$ cat config.mk
export PLATFORM = sky130hd
export DESIGN_NAME = txq_sched
export DESIGN_NICKNAME = d
export VERILOG_FILES = /design/src/rtl/txq_pkg.sv /design/src/rtl/txq_pin_sync.sv /design/src/rtl/txq_arbiter.sv /design/src/rtl/txq_buf_ctrl.sv /design/src/rtl/txq_sched.sv
export SDC_FILE = /design/constraint.sdc
export NUM_CORES = 1
export LEC_CHECK = 0
export ABC_AREA = 1
export BUFFER_PORTS_ARGS = -buffer_cell sky130_fd_sc_hd__buf_2
export CAP_MARGIN = 20
export CELL_PAD_IN_SITES_DETAIL_PLACEMENT = 1
export CELL_PAD_IN_SITES_GLOBAL_PLACEMENT = 1
export CORE_UTILIZATION = 35
export CTS_CLUSTER_SIZE = 25
export DETAILED_ROUTE_END_ITERATION = 8
export PLACE_DENSITY = 0.8
export SLEW_MARGIN = 20
export SYNTH_ARGS = -nofsm -noshare
export SYNTH_HDL_FRONTEND = slang
export SYNTH_SLANG_ARGS = --single-unit
export TNS_END_PERCENT = 10
$ cat constraint.sdc
create_clock -name clk -period 4 [get_ports clk]
set_input_delay 0.6 -clock clk [delete_from_list [all_inputs] [get_ports clk]]
set_output_delay 0.6 -clock clk [all_outputs]
set_load 0.02 [all_outputs]
$ cat src/rtl/txq_pkg.sv
package txq_pkg;
  typedef enum logic [1:0] {
    RES_NONE = 2'd0,
    RES_OK   = 2'd1,
    RES_ERR  = 2'd2,
    RES_LOST = 2'd3
  } txq_res_e;
endpackage

$ cat src/rtl/txq_pin_sync.sv
module txq_pin_sync #(
  parameter int N = 3
) (
  input  logic         clk,
  input  logic         rst_n,
  input  logic [N-1:0] pins_n,
  output logic [N-1:0] level,
  output logic [N-1:0] fall
);
  for (genvar g = 0; g < N; g++) begin : g_pin
    logic s1_q, s2_q, s3_q;

    always_ff @(posedge clk or negedge rst_n) begin
      if (!rst_n) begin
        s1_q <= 1'b1;
        s2_q <= 1'b1;
        s3_q <= 1'b1;
      end else begin
        s1_q <= pins_n[g];
        s2_q <= s1_q;
        s3_q <= s2_q;
      end
    end

    assign level[g] = s2_q;
    assign fall[g]  = s3_q & ~s2_q;


    fall_pulse_chk: assert property (@(posedge clk) disable iff (!rst_n)
      fall[g] |=> !fall[g]);
  end
endmodule

$ cat src/rtl/txq_arbiter.sv
module txq_arbiter #(
  parameter int N  = 3,
  parameter int PW = 2,
  localparam int IW = (N > 1) ? $clog2(N) : 1
) (
  input  logic [N-1:0]    pend,
  input  logic [N*PW-1:0] prio,
  output logic            any,
  output logic [IW-1:0]   sel
);
  logic [PW-1:0] best;

  always_comb begin
    any  = 1'b0;
    sel  = '0;
    best = '0;
    for (int i = 0; i < N; i++) begin
      if (pend[i] && (!any || prio[i*PW +: PW] >= best)) begin
        any  = 1'b1;
        best = prio[i*PW +: PW];
        sel  = IW'(i);
      end
    end
  end


  always_comb begin
    if (any) begin
      sel_pending_chk: assert (pend[sel]);
    end
  end
endmodule

$ cat src/rtl/txq_buf_ctrl.sv
module txq_buf_ctrl #(
  parameter int PW = 2
) (
  input  logic          clk,
  input  logic          rst_n,
  input  logic          inflight,
  input  logic          set_req,
  input  logic          clr_req,
  input  logic          prio_we,
  input  logic [PW-1:0] wr_prio,
  input  logic          abort_all,
  input  logic          res_ok,
  input  logic          res_err,
  input  logic          res_lost,
  input  logic          txif_clr,
  output logic          req_q,
  output logic [PW-1:0] prio_q,
  output logic          abtf_q,
  output logic          mloa_q,
  output logic          txerr_q,
  output logic          txif_q
);
  logic          req_d, abtf_d, mloa_d, txerr_d, txif_d;
  logic [PW-1:0] prio_d;

  always_comb begin
    req_d   = req_q;
    abtf_d  = abtf_q;
    mloa_d  = mloa_q;
    txerr_d = txerr_q;
    prio_d  = prio_we ? wr_prio : prio_q;
    if (set_req) begin
      req_d   = 1'b1;
      abtf_d  = 1'b0;
      mloa_d  = 1'b0;
      txerr_d = 1'b0;
    end else if (clr_req) begin
      req_d = 1'b0;
    end
    if (abort_all && !inflight && req_d) begin
      req_d  = 1'b0;
      abtf_d = 1'b1;
    end
    if (res_ok)   req_d   = 1'b0;
    if (res_err)  txerr_d = 1'b1;
    if (res_lost) mloa_d  = 1'b1;
    txif_d = (txif_q & ~txif_clr) | res_ok;
  end

  always_ff @(posedge clk or negedge rst_n) begin
    if (!rst_n) begin
      req_q   <= 1'b0;
      prio_q  <= '0;
      abtf_q  <= 1'b0;
      mloa_q  <= 1'b0;
      txerr_q <= 1'b0;
      txif_q  <= 1'b0;
    end else begin
      req_q   <= req_d;
      prio_q  <= prio_d;
      abtf_q  <= abtf_d;
      mloa_q  <= mloa_d;
      txerr_q <= txerr_d;
      txif_q  <= txif_d;
    end
  end


  set_req_chk: assert property (@(posedge clk) disable iff (!rst_n)
    set_req && !abort_all |=> req_q && !abtf_q && !mloa_q && !txerr_q);

  res_ok_chk: assert property (@(posedge clk) disable iff (!rst_n)
    res_ok |=> !req_q && txif_q);

  res_err_chk: assert property (@(posedge clk) disable iff (!rst_n)
    res_err |=> req_q && txerr_q);

  res_lost_chk: assert property (@(posedge clk) disable iff (!rst_n)
    res_lost |=> req_q && mloa_q);

  abort_clear_chk: assert property (@(posedge clk) disable iff (!rst_n)
    abort_all && !inflight |=> !req_q);
endmodule

$ cat src/rtl/txq_sched.sv
module txq_sched
  import txq_pkg::*;
#(
  parameter int NBUF = 3,
  parameter int PW   = 2,
  localparam int IW  = (NBUF > 1) ? $clog2(NBUF) : 1
) (
  input  logic            clk,
  input  logic            rst_n,
  input  logic            cfg_mode,
  input  logic            wr_en,
  input  logic [IW-1:0]   wr_buf,
  input  logic            wr_req,
  input  logic [PW-1:0]   wr_prio,
  input  logic            abort_we,
  input  logic            abort_val,
  input  logic            pcfg_we,
  input  logic [NBUF-1:0] pcfg_val,
  input  logic [NBUF-1:0] rts_n,
  input  logic            bus_idle,
  input  logic [1:0]      tx_result,
  input  logic [NBUF-1:0] txif_clr,
  input  logic            merr_clr,
  input  logic [NBUF-1:0] ie_tx,
  input  logic            ie_merr,
  output logic [NBUF-1:0] pin_state,
  output logic [NBUF-1:0] req_o,
  output logic [NBUF-1:0] abtf_o,
  output logic [NBUF-1:0] mloa_o,
  output logic [NBUF-1:0] txerr_o,
  output logic [NBUF-1:0] txif_o,
  output logic            merrf_o,
  output logic            tx_busy,
  output logic [IW-1:0]   tx_idx,
  output logic            irq
);
  txq_res_e          res;
  logic [NBUF-1:0]   fall;
  logic [NBUF-1:0]   pcfg_q, pcfg_d;
  logic              abort_q, abort_d;
  logic              busy_q, busy_d;
  logic [IW-1:0]     cur_q, cur_d;
  logic              merr_q, merr_d;
  logic              any_pend, start;
  logic [IW-1:0]     win;
  logic [NBUF*PW-1:0] prio_flat;
  logic [NBUF-1:0]   err_hit;

  assign res = txq_res_e'(tx_result);

  txq_pin_sync #(.N(NBUF)) u_sync (
    .clk    (clk),
    .rst_n  (rst_n),
    .pins_n (rts_n),
    .level  (pin_state),
    .fall   (fall)
  );

  txq_arbiter #(.N(NBUF), .PW(PW)) u_arb (
    .pend (req_o),
    .prio (prio_flat),
    .any  (any_pend),
    .sel  (win)
  );

  assign start = bus_idle && !busy_q && any_pend && !abort_q;

  for (genvar g = 0; g < NBUF; g++) begin : g_buf
    logic          mine, inflight, hit;
    logic [PW-1:0] prio_g;

    assign mine     = busy_q && (cur_q == IW'(g));
    assign inflight = mine || (start && (win == IW'(g)));
    assign hit      = wr_en && (wr_buf == IW'(g));
    assign err_hit[g] = mine && (res == RES_ERR);

    txq_buf_ctrl #(.PW(PW)) u_buf (
      .clk       (clk),
      .rst_n     (rst_n),
      .inflight  (inflight),
      .set_req   (!inflight && ((hit && wr_req) || (pcfg_q[g] && fall[g]))),
      .clr_req   (!inflight && hit && !wr_req),
      .prio_we   (!inflight && hit),
      .wr_prio   (wr_prio),
      .abort_all (abort_q),
      .res_ok    (mine && (res == RES_OK)),
      .res_err   (err_hit[g]),
      .res_lost  (mine && (res == RES_LOST)),
      .txif_clr  (txif_clr[g]),
      .req_q     (req_o[g]),
      .prio_q    (prio_g),
      .abtf_q    (abtf_o[g]),
      .mloa_q    (mloa_o[g]),
      .txerr_q   (txerr_o[g]),
      .txif_q    (txif_o[g])
    );

    assign prio_flat[g*PW +: PW] = prio_g;
  end

  always_comb begin
    pcfg_d  = (pcfg_we && cfg_mode) ? pcfg_val : pcfg_q;
    abort_d = abort_we ? abort_val : abort_q;
    merr_d  = (merr_q && !merr_clr) || (|err_hit);
    busy_d  = busy_q;
    cur_d   = cur_q;
    if (start) begin
      busy_d = 1'b1;
      cur_d  = win;
    end else if (busy_q && res != RES_NONE) begin
      busy_d = 1'b0;
    end
  end

  always_ff @(posedge clk or negedge rst_n) begin
    if (!rst_n) begin
      pcfg_q  <= '0;
      abort_q <= 1'b0;
      busy_q  <= 1'b0;
      cur_q   <= '0;
      merr_q  <= 1'b0;
    end else begin
      pcfg_q  <= pcfg_d;
      abort_q <= abort_d;
      busy_q  <= busy_d;
      cur_q   <= cur_d;
      merr_q  <= merr_d;
    end
  end

  assign tx_busy = busy_q;
  assign tx_idx  = cur_q;
  assign merrf_o = merr_q;
  assign irq     = (|(txif_o & ie_tx)) || (merr_q && ie_merr);


  busy_hold_chk: assert property (@(posedge clk) disable iff (!rst_n)
    busy_q && res == RES_NONE |=> busy_q);

  inflight_req_chk: assert property (@(posedge clk) disable iff (!rst_n)
    busy_q |-> req_o[cur_q]);

  no_start_abort_chk: assert property (@(posedge clk) disable iff (!rst_n)
    abort_q && !busy_q |=> !busy_q);

  pcfg_lock_chk: assert property (@(posedge clk) disable iff (!rst_n)
    !cfg_mode |=> pcfg_q == $past(pcfg_q));
endmodule

# After elaboration in Yosys (flattened, before gate mapping)
# Index checks and enable logic that the tools add are counted.
# classes
mux,33
order_cmp,2
reduce_logical,83
n_eq_ne,9
bitwise,16
# ops
op,n
$logic_and 1x1->1,48
$mux 1,30
$reduce_bool 2->1,11
$eq 2x2->1 const B,5
$logic_or 1x1->1,10
$logic_not 1->1,9
$eq 2x1->1 const B,4
$and 1x1->1,6
$logic_not 2->1,3
$mux 2,3
$not 1->1,6
$reduce_or 3->1,2
$ge 2x2->1,2
$and 3x3->3,1
$or 1x1->1,3
# totals
in_bits,29
wordCells,175
ff_bits,38
out_inout_bits,23

# Longest topological paths before layout
# logic_depth
word_depth,21
ltp_mapped,22
depth_no_buf,22

# Hierarchy
# A second synthesis with hierarchy kept.
# unflattened
hier_cells,230
area_unflattened_um2,1875.5
# modules_own_cells
mod,area_per_inst_um2,seq_area_each_um2,cells_each,n_inst
txq_buf_ctrl,279.0,175.2,30,3
txq_sched,579.3,200.2,90,1
txq_pin_sync,289.0,236.5,18,1
txq_arbiter,170.2,0.0,32,1

# Worst setup path before layout
# Ideal clock, no wire load.
# synth_timing
path_kind,flip-flop to flip-flop
start,register g_buf[0].u_buf.req_q
end,register g_buf[2].u_buf.abtf_q
period_less_slack_ps,2217
required_ps,3884
path_slack_ps,1783
t_arrival_ps,2101
setup_ps,116
n_path_buf,0
path_stages_with_launch,21
cell_sequence,dfrtp_1 nand2_1 inv_1 ha_1 inv_1 nand2_1 nand2_1 nand2_1 nand2_2 o21ai_0 ha_1 inv_1 nand2_1 nand2_1 nand2_1 nand3_1 nand4_1 nand2_1 nand2_1 nand2_1 nand2_1
# synth_between
elab_chain_len,20
elab_cells_between_ends,30
cone_classes,order compare: 2; eq/ne: 1; mux: 10; reduce/logical: 17
# synth_lines
element,line_no,text
from (decl),txq_buf_ctrl.sv:16,"output logic req_q,"
from (signal assigned),txq_buf_ctrl.sv:59,req_q <= req_d;
$mux 2 / $mux 1 (equally long branches),txq_arbiter.sv:18,if (pend[i] && (!any || prio[i*PW +: PW] >= best)) begin
$ge 2x2->1 / $logic_not 1->1 (equally long branches),txq_arbiter.sv:18,
$logic_or 1x1->1,txq_arbiter.sv:18,
$logic_and 1x1->1,txq_arbiter.sv:18,
$mux 2 / $mux 1 (equally long branches),txq_arbiter.sv:18,
$ge 2x2->1 / $logic_not 1->1 (equally long branches),txq_arbiter.sv:18,
$logic_or 1x1->1,txq_arbiter.sv:18,
$logic_and 1x1->1,txq_arbiter.sv:18,
(+3 left out),-,
$logic_and 1x1->1 *,txq_sched.sv:73,assign inflight = mine || (start && (win == IW'(g)));
$logic_or 1x1->1 *,txq_sched.sv:73,
$logic_not 1->1 *,"txq_buf_ctrl.sv:40, txq_sched.sv:81, txq_sched.sv:82",
$logic_and 1x1->1 (2 in a row),txq_sched.sv:82,".clr_req (!inflight && hit && !wr_req),"
$mux 1,txq_buf_ctrl.sv:37,end else if (clr_req) begin
$mux 1,txq_buf_ctrl.sv:32,if (set_req) begin
$logic_and 1x1->1,txq_buf_ctrl.sv:40,if (abort_all && !inflight && req_d) begin
$mux 1 / $reduce_bool 2->1 (equally long branches),-,
to (signal assigned),txq_buf_ctrl.sv:61,abtf_q <= abtf_d;
to (decl),txq_buf_ctrl.sv:18,"output logic abtf_q,"
# Every way passes the cells marked *; elsewhere a longest branch is shown, timed or not.
# A chain may end at the register's enable or synchronous reset.

# Final worst setup path
# Ends and elaborated chain as after synthesis.

==> reports/summary.txt <==
clk_skew -> 0.00591 ns
CTS Buf Count -> 5
Final setup violation count -> 0
Pre-Repair DR Iteration Count -> 4
DP Area -> 2060 µm²
VDD IR max -> 192 µV
fraction of layout cells with a size suffix above 1 -> 31.9%
global-route wire length before repair -> 7200 µm
row count -> 26
top cells by area, synth -> dfrtp_1, nand2_1, dfstp_2
Overflow after GRT -> 0
CTS tree -> yes
pin count of the biggest net entering global routing -> 39
num ports -> 52
crit path time final -> 2.57 ns
Clk network pwr share -> 24.8%
Final Routed Wirelength -> 4270 µm
post-synthesis sequential area ratio -> 52.0%
vias in the first global route -> 1538
Clk Latency, worst-skew pair -> 0.29 ns
# DRC -> 0
Post-Syn Area -> 1850 µm²
flops & latches, synth -> 38
clock sinks -> 38
TNS Setup -> 0 ns
Setup CP Type -> reg2reg
antenna viol nets, final -> 0
maxcap violations -> 0
HP Class -> reg2reg
port bufs -> 51
Syn Nets -> 246
Power Dens Cells -> 549 nW/µm²
CP startpoint kind -> register
layout overhead on the synthesized area -> 16.8%
Comb power frac -> 30.7%
cell count after synthesis -> 213
CP Max Fanout -> 7
Post-CTS Setup Bufs -> 0
slew margin rel. -> 42.4%
Yosys warning total -> 0
DR WL/cell -> 13.2 µm
internal power -> 0.752 mW
share of the synthesized area in the top cell type -> 39.2%
cell taking the most area after synthesis -> dfrtp_1
Critical Path RT -> 4.18 ns
GPL Wtd Cong -> 0.809
Slew @ Worst Pin -> 0.864 ns
switching portion of total power -> 36.6%
Die Ht -> 74.7 µm
Finished Cell Area -> 2160 µm²
clock transition at the registers of the reported paths -> 0.08 ns
GRT Util Overall -> 17.3%
Nets -> 286
Net Sw Power -> 0.435 mW
Crit path arrival time -> 2.75 ns
routed vias/inst -> 4.67
via count -> 1514
clk root buf -> clkbuf_8
clk buf depth -> 2
Final Hold Viols -> 0
CTS hold repair buffers -> 0
Yosys cell types -> 21
core area -> 5110 µm²
initial core utilization -> 36.2%
status -> finished clean
Max Clk Rate -> 0.389 GHz
initial antenna violation count -> 0
antenna cell count -> 0
Lkg Pwr -> 1.18 nW
total power -> 1.19 mW
DR iter-0 viols -> 95
RSZ-0062 raised after global routing -> false
sequential power share -> 44.5%
Gates resized, CTS repair -> 0
crit end category -> register
part of the cycle the worst path needs -> 64.2%
Syn Area/Cell -> 8.68 µm²
H-tree levels -> 2
fin. max-slew vios -> 0
chip width -> 74.7 µm
die area -> 5580 µm²
dpl hpwl -> 3390 µm
## power groups by stage
stage / Clock, mW / Sequential (mW) / Combinational, mW
detailed placement: 0 / 0.537 / 0.368
CTS: 0.305 / 0.530 / 0.371
finish: 0.295 / 0.528 / 0.365
global placement: 0 / 0.535 / 0.353
floorplan: 0 / 0.538 / 0.283
global route: 0.324 / 0.541 / 0.411
## worst max-delay path, cell delays in order (launching register included)
cell and delay [ns]:
dfrtp_1 0.45, nand2_1 0.10, inv_1 0.06, ha_1 0.26, inv_1 0.03, nand2_1 0.05
nand2_1 0.06, nand2_1 0.07, nand2_2 0.08, nand2_1 0.08, o21ai_0 0.08, ha_1 0.27
inv_1 0.05, nand2_1 0.04, nand2_1 0.05, nand2_1 0.08, nand3_1 0.13, nand4_1 0.22
nand2_1 0.12, nand2_1 0.07, nand2_1 0.06, nand2_1 0.06
## cell type report
cell class	instances	area, µm²
fillers	653	2950
flip-flops and latches	38	962
multi-input cells	129	647
repair buffers	51	255
inverters	28	105
clock buffers	6	93.8
well taps	70	87.6
clock inverters	2	10.0
## cell usage in the layout (no fill, tap or decap), drive strengths merged, types with 4 or more instances in the layout
cell type / netlist / final
dfrtp: 29 / 29
nand2: 68 / 68
inv: 28 / 28
nor2: 12 / 12
ha: 4 / 4
dfstp: 9 / 9
nand3: 10 / 10
buf: 18 / 51
clkbuf: 0 / 6
o21ai: 19 / 19
## synth_stat cells, drive strengths merged
library cell  number
a21oi              3
buf               18
dfrtp             29
dfstp              9
ha                 4
inv               28
mux2               3
nand2             68
nand3             10
nand3b             3
nand4              2
nor2              12
nor3               3
o2111ai            1
o21ai             19
o32ai              1
## through the flow
step                      std cells  setup slack, ns  util (%)  hold slack (ns)
after global routing            324             1.16      42.3            0.367
final                           324             1.43      42.3            0.356
after detailed placement        316             1.44      40.3            0.347
after floorplan                 213             1.78         -            0.304
after global placement          316             1.53      40.3            0.346
after CTS                       324             1.40      42.3            0.359
## path summary, 6_finish.rpt
kind                                      start               endpoint  slack [ns]  cells after the start
hold reg to reg            u_sync.g_pin[0].s1_q   u_sync.g_pin[0].s2_q        0.36                      0
setup reg to reg           g_buf[0].u_buf.req_q  g_buf[2].u_buf.abtf_q        1.43                     21
min in group asynchronous                 rst_n                merrf_o        0.42                      1
max in group asynchronous                 rst_n                abort_q        3.03                      1
setup / recovery           g_buf[0].u_buf.req_q  g_buf[2].u_buf.abtf_q        1.43                     21
hold / removal             u_sync.g_pin[0].s1_q   u_sync.g_pin[0].s2_q        0.36                      0
## metal layers
metal | share of wire, % | global-route usage [%] | vias to the layer above
met5 | 0 | 0 | -
met4 | 1.2 | 6.08 | 0
met3 | 3.8 | 4.15 | 5
met2 | 49 | 27.6 | 32
met1 | 46 | 23.1 | 737
li1 | - | - | 740
## kinds of logic after synthesis
logic type	after synthesis	synth area share (%)
mux	3	1.83
fa+ha+maj	4	2.71
flops	38	52.0
compound gates	24	6.90
buf+inv	46	13.0
simple gates	98	23.5
## state kept, by name, summed over array words and instances (netlist names)
signal / count
u_sync.g_pin.s2_q: 3
merrf_o: 1
g_buf.u_buf.req_q: 3
g_buf.u_buf.abtf_q: 3
u_sync.g_pin.s3_q: 3
abort_q: 1
tx_busy: 1
g_buf.u_buf.mloa_q: 3
g_buf.u_buf.prio_q: 6
g_buf.u_buf.txerr_q: 3
u_sync.g_pin.s1_q: 3
tx_idx: 2
g_buf.u_buf.txif_q: 3
pcfg_q: 3
Note: power is estimated with default switching activity, not from simulation.
